$ cat config.mk
export PLATFORM = sky130hd
export DESIGN_NAME = mdioMgmtSlave
export DESIGN_NICKNAME = d
export VERILOG_FILES = /design/src/rtl/mdioPkg.sv /design/src/rtl/mdioInSync.sv /design/src/rtl/mdioCtrl.sv /design/src/rtl/mdioDatapath.sv /design/src/rtl/mdioMgmtSlave.sv
export SDC_FILE = /design/constraint.sdc
export NUM_CORES = 1
export LEC_CHECK = 0
export BUFFER_PORTS_ARGS = -buffer_cell sky130_fd_sc_hd__buf_2
export CAP_MARGIN = 20
export CORE_MARGIN = 3
export CORE_UTILIZATION = 58
export CTS_CLUSTER_DIAMETER = 40
export CTS_CLUSTER_SIZE = 16
export DETAILED_ROUTE_END_ITERATION = 8
export PLACE_DENSITY_LB_ADDON = 0.05
export SKIP_LAST_GASP = 1
export SYNTH_ARGS = -nofsm -noshare
export SYNTH_HDL_FRONTEND = slang
export SYNTH_SLANG_ARGS = --single-unit
$ cat constraint.sdc
create_clock -name clk -period 2.8 [get_ports clk]
set_input_delay 0.56 -clock clk [delete_from_list [all_inputs] [get_ports clk]]
set_output_delay 0.56 -clock clk [all_outputs]
set_load 0.02 [all_outputs]
$ cat src/rtl/mdioPkg.sv
package mdioPkg;
  localparam int OP_W  = 2;
  localparam int PRT_W = 5;
  localparam int DEV_W = 5;
  localparam int HDR_W = OP_W + PRT_W + DEV_W;

  localparam logic [OP_W-1:0]  OP_ADDR  = 2'b00;
  localparam logic [OP_W-1:0]  OP_WRITE = 2'b01;
  localparam logic [OP_W-1:0]  OP_RDINC = 2'b10;
  localparam logic [OP_W-1:0]  OP_READ  = 2'b11;
  localparam logic [DEV_W-1:0] DEV_ID   = 5'd1;

  typedef enum logic [2:0] {
    sHunt,
    sStart,
    sHdr,
    sTa,
    sData
  } ctlState_e;

  typedef struct packed {
    logic hdrShift;
    logic dataShift;
    logic loadPtr;
    logic incPtr;
    logic wrCommit;
    logic rdIssue;
    logic drvRelease;
    logic drvZero;
    logic drvNext;
  } ctlStrobe_t;
endpackage

$ cat src/rtl/mdioInSync.sv
module mdioInSync #(
  parameter int STAGES = 2
) (
  input  logic clk,
  input  logic rstN,
  input  logic mdcRaw,
  input  logic mdioRaw,
  output logic mdcRise,
  output logic mdioBit
);
  logic [STAGES-1:0] mdcSh;
  logic [STAGES-1:0] mdioSh;
  logic              mdcPrev;

  generate
    if (STAGES == 1) begin : g_one
      always_ff @(posedge clk or negedge rstN) begin
        if (!rstN) begin
          mdcSh  <= '0;
          mdioSh <= '1;
        end else begin
          mdcSh  <= mdcRaw;
          mdioSh <= mdioRaw;
        end
      end
    end else begin : g_many
      always_ff @(posedge clk or negedge rstN) begin
        if (!rstN) begin
          mdcSh  <= '0;
          mdioSh <= '1;
        end else begin
          mdcSh  <= {mdcSh[STAGES-2:0], mdcRaw};
          mdioSh <= {mdioSh[STAGES-2:0], mdioRaw};
        end
      end
    end
  endgenerate

  always_ff @(posedge clk or negedge rstN) begin
    if (!rstN) mdcPrev <= 1'b0;
    else       mdcPrev <= mdcSh[STAGES-1];
  end

  assign mdcRise = mdcSh[STAGES-1] & ~mdcPrev;
  assign mdioBit = mdioSh[STAGES-1];
endmodule

$ cat src/rtl/mdioCtrl.sv
module mdioCtrl
  import mdioPkg::*;
#(
  parameter int PREAMBLE_LEN = 32,
  parameter int IDLE_TIMEOUT = 1024,
  parameter int DATA_W       = 16
) (
  input  logic             clk,
  input  logic             rstN,
  input  logic             modRst,
  input  logic             mdcRise,
  input  logic             mdioBit,
  input  logic [HDR_W-1:0] hdrWord,
  input  logic [PRT_W-1:0] portAddr,
  output ctlStrobe_t       stb
);
  localparam int PRE_W  = $clog2(PREAMBLE_LEN + 1);
  localparam int CNT_W  = $clog2(DATA_W);
  localparam int IDLE_W = $clog2(IDLE_TIMEOUT + 1);
  localparam logic [PRE_W-1:0]  PRE_FULL  = PRE_W'(PREAMBLE_LEN);
  localparam logic [CNT_W-1:0]  LAST_HDR  = CNT_W'(HDR_W - 1);
  localparam logic [CNT_W-1:0]  LAST_DATA = CNT_W'(DATA_W - 1);
  localparam logic [IDLE_W-1:0] IDLE_LIM  = IDLE_W'(IDLE_TIMEOUT);

  ctlState_e         state, stateN;
  logic [PRE_W-1:0]  preCnt, preCntN;
  logic [CNT_W-1:0]  bitCnt, bitCntN;
  logic [IDLE_W-1:0] idleCnt;
  logic [OP_W-1:0]   opQ, opN;
  logic              match, matchN;
  logic              timedOut;

  logic [OP_W-1:0]  hdrOp;
  logic [PRT_W-1:0] hdrPrt;
  logic [DEV_W-1:0] hdrDev;

  assign hdrOp    = hdrWord[HDR_W-1 -: OP_W];
  assign hdrPrt   = hdrWord[DEV_W +: PRT_W];
  assign hdrDev   = hdrWord[DEV_W-1:0];
  assign timedOut = (idleCnt == IDLE_LIM);

  always_comb begin
    stateN  = state;
    preCntN = preCnt;
    bitCntN = bitCnt;
    opN     = opQ;
    matchN  = match;
    stb     = '0;
    if (modRst || timedOut) begin
      stateN         = sHunt;
      preCntN        = '0;
      stb.drvRelease = 1'b1;
    end else if (mdcRise) begin
      unique case (state)
        sHunt: begin
          if (mdioBit) begin
            if (preCnt != PRE_FULL) preCntN = preCnt + 1'b1;
          end else if (preCnt == PRE_FULL) begin
            stateN = sStart;
          end else begin
            preCntN = '0;
          end
        end
        sStart: begin
          if (!mdioBit) begin
            stateN  = sHdr;
            bitCntN = '0;
          end else begin
            stateN  = sHunt;
            preCntN = PRE_W'(1);
          end
        end
        sHdr: begin
          stb.hdrShift = 1'b1;
          if (bitCnt == LAST_HDR) begin
            stateN  = sTa;
            bitCntN = '0;
            opN     = hdrOp;
            matchN  = (hdrPrt == portAddr) && (hdrDev == DEV_ID);
            if (matchN && hdrOp[1]) stb.rdIssue = 1'b1;
          end else begin
            bitCntN = bitCnt + 1'b1;
          end
        end
        sTa: begin
          if (bitCnt == '0) begin
            if (!opQ[1] && !mdioBit) begin
              stateN  = sHunt;
              preCntN = '0;
            end else begin
              bitCntN = CNT_W'(1);
              if (opQ[1] && match) stb.drvZero = 1'b1;
            end
          end else begin
            if (!opQ[1] && mdioBit) begin
              stateN  = sHunt;
              preCntN = '0;
            end else begin
              stateN  = sData;
              bitCntN = '0;
              if (opQ[1] && match) stb.drvNext = 1'b1;
            end
          end
        end
        sData: begin
          stb.dataShift = !opQ[1];
          if (bitCnt == LAST_DATA) begin
            stateN         = sHunt;
            preCntN        = '0;
            stb.drvRelease = 1'b1;
            if (match) begin
              unique case (opQ)
                OP_ADDR:  stb.loadPtr  = 1'b1;
                OP_WRITE: stb.wrCommit = 1'b1;
                OP_RDINC: stb.incPtr   = 1'b1;
                default:  ;
              endcase
            end
          end else begin
            bitCntN = bitCnt + 1'b1;
            if (opQ[1] && match) stb.drvNext = 1'b1;
          end
        end
        default: begin
          stateN  = sHunt;
          preCntN = '0;
        end
      endcase
    end
  end

  always_ff @(posedge clk or negedge rstN) begin
    if (!rstN) begin
      state  <= sHunt;
      preCnt <= '0;
      bitCnt <= '0;
      opQ    <= OP_ADDR;
      match  <= 1'b0;
    end else begin
      state  <= stateN;
      preCnt <= preCntN;
      bitCnt <= bitCntN;
      opQ    <= opN;
      match  <= matchN;
    end
  end

  always_ff @(posedge clk or negedge rstN) begin
    if (!rstN)                          idleCnt <= '0;
    else if (state == sHunt || mdcRise) idleCnt <= '0;
    else if (!timedOut)                 idleCnt <= idleCnt + 1'b1;
  end
endmodule

$ cat src/rtl/mdioDatapath.sv
module mdioDatapath
  import mdioPkg::*;
#(
  parameter int DATA_W = 16
) (
  input  logic              clk,
  input  logic              rstN,
  input  logic              mdioBit,
  input  ctlStrobe_t        stb,
  input  logic [DATA_W-1:0] regRdData,
  output logic [HDR_W-1:0]  hdrWord,
  output logic [DATA_W-1:0] regAddr,
  output logic [DATA_W-1:0] regWrData,
  output logic              regWrEn,
  output logic              regRdEn,
  output logic              mdioOut,
  output logic              mdioOe
);
  logic [HDR_W-2:0]  hdrQ;
  logic [DATA_W-1:0] dataQ;
  logic [DATA_W-1:0] ptrQ;
  logic [DATA_W-1:0] wrDataQ;
  logic [DATA_W-1:0] wordNext;
  logic              wrEnQ, rdEnQ, rdCapQ, outQ, oeQ;

  assign hdrWord  = {hdrQ, mdioBit};
  assign wordNext = {dataQ[DATA_W-2:0], mdioBit};

  always_ff @(posedge clk or negedge rstN) begin
    if (!rstN) begin
      hdrQ    <= '0;
      dataQ   <= '0;
      ptrQ    <= '0;
      wrDataQ <= '0;
      wrEnQ   <= 1'b0;
      rdEnQ   <= 1'b0;
      rdCapQ  <= 1'b0;
      outQ    <= 1'b1;
      oeQ     <= 1'b0;
    end else begin
      wrEnQ  <= stb.wrCommit;
      rdEnQ  <= stb.rdIssue;
      rdCapQ <= rdEnQ;
      if (stb.hdrShift) hdrQ <= hdrWord[HDR_W-2:0];
      if (rdCapQ)             dataQ <= regRdData;
      else if (stb.dataShift) dataQ <= wordNext;
      else if (stb.drvNext)   dataQ <= {dataQ[DATA_W-2:0], 1'b0};
      if (stb.wrCommit) wrDataQ <= wordNext;
      if (stb.loadPtr)     ptrQ <= wordNext;
      else if (stb.incPtr) ptrQ <= ptrQ + 1'b1;
      if (stb.drvRelease) begin
        oeQ  <= 1'b0;
        outQ <= 1'b1;
      end else if (stb.drvZero) begin
        oeQ  <= 1'b1;
        outQ <= 1'b0;
      end else if (stb.drvNext) begin
        oeQ  <= 1'b1;
        outQ <= dataQ[DATA_W-1];
      end
    end
  end

  assign regAddr   = ptrQ;
  assign regWrData = wrDataQ;
  assign regWrEn   = wrEnQ;
  assign regRdEn   = rdEnQ;
  assign mdioOut   = outQ;
  assign mdioOe    = oeQ;
endmodule

$ cat src/rtl/mdioMgmtSlave.sv
module mdioMgmtSlave
  import mdioPkg::*;
#(
  parameter int PREAMBLE_LEN = 32,
  parameter int IDLE_TIMEOUT = 1024,
  parameter int SYNC_STAGES  = 2,
  parameter int DATA_W       = 16
) (
  input  logic              clk,
  input  logic              rstN,
  input  logic              modRst,
  input  logic [4:0]        portAddr,
  input  logic              mdcIn,
  input  logic              mdioIn,
  output logic              mdioOut,
  output logic              mdioOe,
  output logic [DATA_W-1:0] regAddr,
  output logic [DATA_W-1:0] regWrData,
  output logic              regWrEn,
  output logic              regRdEn,
  input  logic [DATA_W-1:0] regRdData
);
  logic             mdcRise;
  logic             mdioBit;
  logic [HDR_W-1:0] hdrWord;
  ctlStrobe_t       stb;

  mdioInSync #(.STAGES(SYNC_STAGES)) i_sync (
    .clk     (clk),
    .rstN    (rstN),
    .mdcRaw  (mdcIn),
    .mdioRaw (mdioIn),
    .mdcRise (mdcRise),
    .mdioBit (mdioBit)
  );

  mdioCtrl #(
    .PREAMBLE_LEN (PREAMBLE_LEN),
    .IDLE_TIMEOUT (IDLE_TIMEOUT),
    .DATA_W       (DATA_W)
  ) i_ctrl (
    .clk      (clk),
    .rstN     (rstN),
    .modRst   (modRst),
    .mdcRise  (mdcRise),
    .mdioBit  (mdioBit),
    .hdrWord  (hdrWord),
    .portAddr (portAddr),
    .stb      (stb)
  );

  mdioDatapath #(.DATA_W(DATA_W)) i_dp (
    .clk       (clk),
    .rstN      (rstN),
    .mdioBit   (mdioBit),
    .stb       (stb),
    .regRdData (regRdData),
    .hdrWord   (hdrWord),
    .regAddr   (regAddr),
    .regWrData (regWrData),
    .regWrEn   (regWrEn),
    .regRdEn   (regRdEn),
    .mdioOut   (mdioOut),
    .mdioOe    (mdioOe)
  );
endmodule

==> results.tsv, run 1 <==
stage	metric	value	unit
power_and_ir_drop	Static Leak	2.49	nW
run_status	outcome	completed	
synth	post-synthesis net count	488	
finish	final core utilization	69.0	%
floorplan	row count	32	
power_and_ir_drop	pwr/cell area	456	nW/µm²
sta	fin crit share	87.7	%
finish	Area Growth Syn to Fin	13.9	%
floorplan	number of top-level pins	62	
finish	fraction of layout cells with a size suffix above 1	24.9	%
floorplan	core area	7810	µm²
sta	Max Clk Rate	0.407	GHz
synth	Synth Warn #	0	
synth	Post-synth EDFFs	0	
routing	vias per cell	5.84	
clock_tree	postcts setup bufs	0	
routing	Post-route DRC	0	
synth	Mapped Cells	455	
clock_tree	Clock Latency Late Sink	0.36	ns
synth	Cell Area, Synth	4730	µm²
clock_tree	clock sink count	96	
clock_tree	cts bufs inserted	9	
global_route	first-pass GRT wire length	16700	µm
sta	unrepaired setup endpoints after global routing	no	
sta	slew margin rel.	43.3	%
setup_path	Crit Path Max Fanout	14	
setup_path	CP Class	flip-flop to flip-flop	
floorplan	die area	9270	µm²
setup_path	Worst EP required	3.05	ns
clock_tree	clock buffer depth	2	
clock_tree	CTS root buffer	clkbuf_8	
sta	worst-margin pin slew	0.848	ns
setup_path	crit path DAT	2.70	ns
floorplan	Die Span X	96.3	µm
routing	post-route antenna net violation count	0	
routing	1st-pass router iterations	5	
routing	DR vias	3669	
floorplan	DIE HEIGHT	96.3	µm
global_route	initial antenna violation count	0	
sta	Slew Viols, Final	0	
sta	Fin Clk Skew	0.0108	ns
synth	synthesized area per cell	10.4	µm²
synth	Seq/Total Area, Yosys	50.9	%
setup_path	CP Capture Type	flip-flop	
synth	Yosys reg bits	96	
sta	Final setup viols	0	
finish	ant diodes	0	
synth	post-synthesis cell type count	58	
sta	Final min period	2.46	ns
clock_tree	CTS tree	built	
finish	most frequent cells in the layout	93 x dfrtp_1, 60 x buf_2, 55 x nand2_1, 34 x nor2_1, 34 x o21ai_0	
routing	initial DRC count	184	
setup_path	startpoint types	flip-flop	
placement	I/O Buffers	61	
flow_run	Max-Cap Viols	0	
placement	gpl congestion	0.871	
global_route	grt total ovfl	0	
global_route	Tot GR Track Use	23.5	%
global_route	vias in the first global route	3374	
floorplan	Starting Density	60.5	%
sta	TNS Setup	0	ns
placement	HPWL after detailed placement	7380	µm
finish	final net count	554	
power_and_ir_drop	maximum VDD drop	343	µV
clock_tree	clock transition at the registers of the reported paths	0.09	ns
finish	commonest non-fill, non-tap cell in the layout	dfrtp_1	
routing	final WL	10300	µm
clock_tree	CTS HTree Levels	3	
global_route	pin count of the biggest net entering global routing	81	
routing	wire per inst	16.4	µm
synth	top_reg_cell synth	dfrtp_1	
synth	ys async rst share	100	%
sta	Fin. Hold Viols	0	
min_path	Min-Delay Path Class	primary input to async pin	
-- worst max-delay path, stage by stage (launching register included) --
cell and delay, ns:
dfrtp_1 0.44, inv_1 0.07, ha_1 0.19, nor4b_1 0.16, a31o_2 0.37, nor2_1 0.70, mux2_2 0.41
-- path summary, 6_finish.rpt --
check                                  start  cells past startpoint           endpoint  slack (ns)
max reg2reg                i_ctrl.idleCnt[0]                      6       i_dp.hdrQ[1]        0.34
min reg2reg                 i_sync.mdioSh[0]                      0   i_sync.mdioSh[1]        0.36
max in group asynchronous               rstN                      2   i_sync.mdioSh[0]        2.02
min in group clk                      mdioIn                      1   i_sync.mdioSh[0]        0.29
min                                     rstN                      1  i_ctrl.idleCnt[5]        0.06
max                        i_ctrl.idleCnt[0]                      6       i_dp.hdrQ[1]        0.34
-- logic make-up (layout without fill, tap and decap cells) --
kind of cell	count (synthesis)	count (layout)	share of synthesized area [%]
AO/OA/AOI/OAI	81	81	10.3
adder cells (fa/ha/maj)	7	7	1.85
multiplexers	45	45	11.0
AND/OR/NAND/NOR	172	172	18.7
XOR/XNOR	22	22	4.08
flip-flops	96	96	50.9
buffers and inverters	32	103	3.18
-- metrics by stage --
step / instance area [µm²] / power (mW) / instances / worst slack, ns / hold slack, ns
finish: 5380 / 2.45 / 628 / 0.344 / 0.0560
global route: 5380 / 2.57 / 628 / 0.194 / 0.0533
CTS: 5380 / 2.49 / 628 / 0.306 / 0.0534
detailed placement: 5190 / 1.58 / 612 / 0.322 / 0.349
global placement: 5190 / 1.57 / 612 / 0.440 / 0.345
floorplan: 4730 / 1.50 / 455 / 0.494 / 0.264
-- cell usage after synthesis (7+ instances only) --
cell | instances | area [µm²]
dfrtp_1 | 93 | 2330
nand2_1 | 55 | 206
nor2_1 | 34 | 128
o21ai_0 | 34 | 170
nand3_1 | 23 | 115
mux2_2 | 20 | 225
xor2_1 | 18 | 158
mux2i_1 | 16 | 160
a21oi_1 | 15 | 75.1
inv_1 | 12 | 45.0
clkbuf_1 | 11 | 41.3
mux2_4 | 9 | 135
ha_1 | 7 | 87.6
-- state kept, by name (all words and copies together) (netlist names), 2 cells and up --
name and cells:
i_dp.regAddr 16, i_ctrl.opQ 2, i_dp.hdrQ 11, i_dp.dataQ 16
i_ctrl.idleCnt 11, i_sync.mdcSh 2, i_ctrl.preCnt 6, i_ctrl.state 3
i_ctrl.bitCnt 4, i_dp.regWrData 16, i_sync.mdioSh 2
-- power breakdown --
part | total [mW] | internal, mW | switching (mW)
registers | 1.42 | 1.40 | 0.0178
clock network | 0.907 | 0.420 | 0.487
logic | 0.127 | 0.0498 | 0.0776
-- area by class of cell --
cell class	instances	area, µm²
tap	102	128
timing repair buffer	75	425
inverter	12	45.0
clock inverter	6	68.8
fill	635	2420
clock buffer	10	128
sequential	96	2410
multi-input combinational	327	2180
-- routing by layer --
metal  share of wire [%]  wire (µm)  up-vias  global-route usage [%]
met5                   0          0        -                       0
met4                0.95         98        0                    5.21
met3                 5.0        513       10                    5.00
met2                  48       4970      110                    36.5
met1                  46       4750     1796                    33.9
li1                    -          -     1753                       -
-- timing repair --
item,4_1_cts,5_1_grt
hold endpoints to repair,0,0
hold buffers,0,0
resized for setup,0,1
setup endpoints to repair,0,3
(Power assumes the default switching activity.)
==> inputs of run 2 (changes only) <==
- PLACE_DENSITY_LB_ADDON: 0.05 -> 0.3
==> results.tsv, run 2 (synthesized netlist as in run 1, its figures left out) <==
stage	metric	value	unit	change
clock_tree	Resized Gates After CTS	0		unchanged
global_route	grt total ovfl	0		unchanged
sta	fin crit share	89.6	%	+1.9 points
setup_path	Crit Path Max Fanout	7		-7
clock_tree	clock buffer depth	2		unchanged
floorplan	DIE HEIGHT	96.3	µm	unchanged
floorplan	Starting Density	60.5	%	unchanged
sta	min setup slack post-route	0.292	ns	-0.0526 ns
setup_path	startpoint types	flip-flop		
floorplan	row count	32		unchanged
global_route	met2 Use GR	38.8	%	+2.4 points
placement	gpl congestion	0.927		+6.5%
global_route	vias in the first global route	3541		+4.9%
finish	Final Non-Filler Cells	629		+0.16%
floorplan	number of top-level pins	62		unchanged
routing	initial DRC count	159		-14%
sta	Final setup viols	0		unchanged
finish	Design Area, Final	5380	µm²	about the same
setup_path	R2R setup slack	0.29	ns	-0.05 ns
clock_tree	CTS HTree Levels	3		unchanged
routing	DR vias	3683		+0.38%
clock_tree	postcts setup bufs	0		unchanged
floorplan	die area	9270	µm²	unchanged
global_route	Tot GR Track Use	23.3	%	-0.24 points
global_route	pin count of the biggest net entering global routing	52		-36%
setup_path	crit path DAT	2.75	ns	+0.05 ns
routing	Post-route DRC	0		unchanged
clock_tree	CTS tree	built		
sta	unrepaired setup endpoints after global routing	no		
setup_path	CP Class	flip-flop to flip-flop		
routing	wire per inst	16.3	µm	-0.81%
sta	TNS Setup	0	ns	unchanged
global_route	first-pass GRT wire length	16700	µm	about the same
sta	Final min period	2.51	ns	+0.0526 ns
routing	1st-pass router iterations	5		unchanged
setup_path	FF-to-FF path depth	7		+1
placement	I/O Buffers	61		unchanged
clock_tree	cts hold-fix bufs	0		unchanged
clock_tree	Clock Latency Late Sink	0.37	ns	about the same
finish	Area Growth Syn to Fin	13.9	%	about the same
clock_tree	clock transition at the registers of the reported paths	0.11	ns	+0.02 ns
finish	fraction of layout cells with a size suffix above 1	25.0	%	+0.14 points
clock_tree	CTS root buffer	clkbuf_8		
power_and_ir_drop	maximum VDD drop	368	µV	+7.2%
placement	placed inst area	5190	µm²	+0.14%
placement	cell count after placement	613		+0.16%
power_and_ir_drop	Static Leak	2.49	nW	-0.11%
sta	slew margin rel.	42.1	%	-1.2 points
routing	post-route antenna net violation count	0		unchanged
floorplan	Die Span X	96.3	µm	unchanged
power_and_ir_drop	total power	2.42	mW	-1.3%
finish	most frequent cells in the layout	93 x dfrtp_1, 60 x buf_2, 55 x nand2_1, 34 x nor2_1, 34 x o21ai_0		
power_and_ir_drop	pwr/cell area	450	nW/µm²	-1.3%
sta	Fin Clk Skew	0.0177	ns	+0.00688 ns
global_route	initial antenna violation count	0		unchanged
sta	Slew Viols, Final	0		unchanged
setup_path	Worst EP required	3.05	ns	about the same
routing	vias per cell	5.86		+0.22%
clock_tree	clock sink count	96		unchanged
floorplan	core area	7810	µm²	unchanged
run_status	outcome	completed		
placement	HPWL after detailed placement	7460	µm	+1.1%
setup_path	RR Endpoint	i_ctrl.preCnt[2]		
sta	final hold slack	0.217	ns	+0.161 ns
clock_tree	cts bufs inserted	9		unchanged
sta	Max Clk Rate	0.399	GHz	-2.1%
finish	final core utilization	68.9	%	about the same
sta	worst-margin pin slew	0.866	ns	+0.0181 ns
setup_path	Reg-to-Reg Start	i_ctrl.bitCnt[0]		
flow_run	Max-Cap Viols	0		unchanged
setup_path	CP Capture Type	flip-flop		
min_path	Min-Delay Path Class	primary input to async pin		
finish	final net count	555		+0.18%
finish	commonest non-fill, non-tap cell in the layout	dfrtp_1		
placement	DP Worst Slack	0.328	ns	+0.00539 ns
finish	ant diodes	0		unchanged
global_route	grt met3 use	3.91	%	-1.1 points
global_route	most used routing layer	met2		
routing	final WL	10300	µm	-0.65%
global_route	met1 Use GR	31.0	%	-2.9 points
sta	Fin. Hold Viols	0		unchanged
-- run 2: cell count changes in the layout (fill, tap and decap cells not counted) --
| cell | delta |
|---|---|
| and2_1 | +1 |
| and2_2 | -1 |
| buf_4 | +1 |
| bufinv_16 | -1 |
| clkbuf_1 | -1 |
| clkinv_4 | -1 |
| clkinv_8 | +1 |
| clkinvlp_4 | +1 |
| inv_8 | +1 |
-- run 2: how the worst max path moves through the flow --
stage / startpoint / to / slack, ns / cells after the start
4_1_cts: i_ctrl.bitCnt[0] / i_ctrl.preCnt[2] / 0.32 / 7
6_report: i_ctrl.bitCnt[0] / i_ctrl.preCnt[2] / 0.29 / 7
3_3_place_gp: i_ctrl.bitCnt[0] / i_ctrl.preCnt[2] / 0.43 / 7
3_5_place_dp: i_ctrl.bitCnt[0] / i_ctrl.preCnt[2] / 0.33 / 7
5_1_grt: i_ctrl.state[2] / i_dp.regAddr[4] / 0.04 / 6
2_1_floorplan: i_ctrl.state[1] / i_dp.regWrData[10] / 0.49 / 6
-- run 2: area by class of cell --
class / instances / area [µm²]
fill: 616 / 2420
sequential: 96 / 2410
multi-input combinational: 327 / 2180
timing repair buffer: 76 / 433
tap: 102 / 128
clock buffer: 9 / 124
clock inverter: 7 / 65.1
inverter: 12 / 45.0
-- run 2: per-layer routing --
metal / up-vias / part of all wire [%]
li1: 1751 / -
met1: 1815 / 43
met2: 102 / 50
met3: 15 / 5.1
met4: 0 / 1.4
met5: - / 0
-- run 2: power breakdown --
part / internal, mW / switching [mW]
combinational: 0.0504 / 0.0771
sequential: 1.40 / 0.0181
clock: 0.341 / 0.532
-- run 2: worst max-delay path, stage by stage (launching register included) --
cell,delay [ns]
dfrtp_1,0.42
inv_1,0.09
ha_1,0.16
nor3b_1,0.41
a32oi_1,0.18
a211oi_1,0.72
a21boi_0,0.28
o21ai_0,0.12
==> inputs of run 3 (changes only) <==
- CORE_UTILIZATION: 58 -> 52
- GPL_ROUTABILITY_DRIVEN: default -> 0
- clock period: 2.8 -> 2.1 ns (I/O delays scaled with it)
==> results.tsv, run 3 (synthesized netlist as in run 1, its figures left out) <==
stage	metric	value	unit	change
setup_path	FF-to-FF path depth	6		-1
finish	Area Growth Syn to Fin	26.9	%	
sta	slew margin rel.	62.2	%	+20 points
setup_path	RR Endpoint	i_dp.regWrData[1]		
floorplan	Die Span X	101	µm	+5.3%
power_and_ir_drop	internal power	2.52	mW	+40%
routing	Post-route DRC	0		unchanged
finish	commonest non-fill, non-tap cell in the layout	dfrtp_1		
power_and_ir_drop	pwr/cell area	557	nW/µm²	+24%
run_status	outcome	finished with violations		
global_route	most used routing layer	met2		
routing	post-route antenna net violation count	0		unchanged
setup_path	CP Class	flip-flop to flip-flop		
finish	fraction of layout cells with a size suffix above 1	34.4	%	+9.4 points
global_route	initial antenna violation count	0		unchanged
power_and_ir_drop	Sw Pwr	0.822	mW	+31%
clock_tree	CTS root buffer	clkbuf_8		
setup_path	Reg-to-Reg Start	i_ctrl.state[1]		
power_and_ir_drop	Seq pwr share	56.7	%	-2.0 points
sta	Max Clk Rate	0.461	GHz	+16%
setup_path	R2R setup slack	-0.07	ns	-0.36 ns
power_and_ir_drop	power share of the combinational group	6.6	%	+1.3 points
global_route	vias in the first global route	3837		+8.4%
clock_tree	cts hold-fix bufs	0		unchanged
global_route	grt met3 use	4.82	%	+0.91 points
clock_tree	CTS HTree Levels	3		unchanged
power_and_ir_drop	total power	3.34	mW	+38%
routing	DR vias	3930		+6.7%
sta	min setup slack post-route	-0.0670	ns	-0.359 ns
floorplan	number of top-level pins	62		unchanged
power_and_ir_drop	Static Leak	2.81	nW	+13%
sta	fin crit share	103	%	+14 points
floorplan	core area	8760	µm²	+12%
sta	final hold slack	0.0366	ns	-0.180 ns
finish	number of fill cells in the layout	645		+4.7%
sta	Final min period	2.17	ns	-0.341 ns
clock_tree	clock transition at the registers of the reported paths	0.10	ns	about the same
global_route	met1 Use GR	28.5	%	-2.5 points
floorplan	die area	10300	µm²	+11%
global_route	pin count of the biggest net entering global routing	43		-17%
global_route	first-pass GRT wire length	18000	µm	+7.5%
clock_tree	Clock Latency Late Sink	0.38	ns	about the same
clock_tree	clock sink count	96		unchanged
sta	Slew Viols, Final	0		unchanged
floorplan	row count	34		+6.3%
floorplan	Starting Density	53.9	%	-6.6 points
setup_path	crit path DAT	2.42	ns	-0.33 ns
routing	vias per cell	5.78		-1.3%
clock_tree	clock buffer depth	2		unchanged
setup_path	Worst EP required	2.36	ns	-0.69 ns
finish	final net count	600		+8.1%
finish	most frequent cells in the layout	93 x dfrtp_1, 60 x buf_2, 54 x nand2_1, 49 x buf_4, 32 x nor2_1		
power_and_ir_drop	Sw Ratio	24.6	%	-1.3 points
routing	wire per inst	17.3	µm	+6.0%
setup_path	CP Capture Type	flip-flop		
power_and_ir_drop	Clock Power Share	36.7	%	+0.6 points
floorplan	DIE HEIGHT	101	µm	+5.3%
global_route	Tot GR Track Use	22.1	%	-1.1 points
clock_tree	cts bufs inserted	9		unchanged
clock_tree	CTS tree	built		
global_route	met2 Use GR	37.2	%	-1.6 points
setup_path	Crit Path Max Fanout	4		-3
min_path	Min-Delay Path Class	primary input to async pin		
routing	1st-pass router iterations	5		unchanged
sta	worst-margin pin slew	0.566	ns	-0.300 ns
sta	Final setup viols	17		+17
placement	HPWL after detailed placement	7910	µm	+6.0%
power_and_ir_drop	maximum VDD drop	357	µV	-3.2%
setup_path	startpoint types	flip-flop		
sta	Fin Clk Skew	0.0147	ns	-0.00292 ns
placement	I/O Buffers	61		unchanged
sta	unrepaired setup endpoints after global routing	yes		
routing	final WL	11800	µm	+15%
sta	Fin. Hold Viols	0		unchanged
flow_run	Max-Cap Viols	0		unchanged
routing	initial DRC count	243		+53%
global_route	grt total ovfl	0		unchanged
finish	ant diodes	0		unchanged
run_status	violated checks	negative setup slack		
## run 3: changes by cell type in the layout (fill, tap and decap cells not counted), moves of 4 or more
cell,delta
mux2_2,-4
buf_4,+34
buf_6,+5
o21ai_0,-7
mux2_4,+4
o21ai_1,+6
## run 3: metrics by stage
| stage | setup slack [ns] | TNS, ns | utilization (%) | instance area, µm² | instances |
|---|---|---|---|---|---|
| 2_1_floorplan | -0.206 | -2.66 | - | 4730 | 455 |
| 3_3_place_gp | -0.248 | -3.43 | 62.7 | 5490 | 652 |
| 3_5_place_dp | -0.276 | -5.84 | 62.7 | 5490 | 652 |
| 4_1_cts | -0.0133 | -0.0791 | 65.7 | 5760 | 669 |
| 5_1_grt | -0.149 | -2.48 | 68.4 | 6000 | 680 |
| 6_report | -0.0670 | -0.555 | 68.4 | 6000 | 680 |
## run 3: worst max-delay path: stages, from the launching register on
cell and delay, ns:
dfrtp_1 0.40, or3b_4 0.41, or3_4 0.37, nor4_4 0.24
buf_6 0.17, clkbuf_16 0.15, mux2_2 0.32
## run 3: timing repair
action                                  CTS  global route
setup buffers                             1             9
resized for setup                        13            30
gates cloned                              0             3
pin swaps                                 4             8
endpoints found under the setup margin   70            59
## run 3: power groups by stage
stage / clock (mW) / combinational, mW / sequential, mW
floorplan: 0 / 0.0717 / 1.93
global placement: 0 / 0.187 / 1.93
detailed placement: 0 / 0.194 / 1.93
CTS: 1.25 / 0.203 / 1.89
global route: 1.32 / 0.246 / 1.90
finish: 1.23 / 0.222 / 1.89
## run 3: worst max-delay path by stage
| stage | end | cells past startpoint | startpoint |
|---|---|---|---|
| floorplan | i_dp.regWrData[10] | 6 | i_ctrl.state[1] |
| global placement | i_ctrl.preCnt[2] | 7 | i_ctrl.bitCnt[0] |
| detailed placement | i_ctrl.preCnt[2] | 7 | i_ctrl.bitCnt[0] |
| CTS | i_dp.regWrData[2] | 5 | i_ctrl.state[1] |
| global route | i_dp.regAddr[8] | 7 | i_ctrl.state[1] |
| finish | i_dp.regWrData[1] | 6 | i_ctrl.state[1] |
## run 3: routing by layer
metal / share of wire (%) / vias up / wire length, µm
met1: 42 / 1946 / 4910
met3: 5.2 / 22 / 617
li1: - / 1843 / -
met4: 1.9 / 0 / 221
met2: 51 / 119 / 6000
met5: 0 / - / 0
## run 3: final cells by class
cell class | count | area (µm²) | share of cell area (%)
flip-flops and latches | 96 | 2410 | 40.1
multi-input cells | 327 | 2330 | 38.9
repair buffers | 121 | 880 | 14.7
well taps | 108 | 135 | 2.25
clock buffers | 9 | 124 | 2.07
clock inverters | 7 | 72.6 | 1.21
inverters | 12 | 45.0 | 0.751
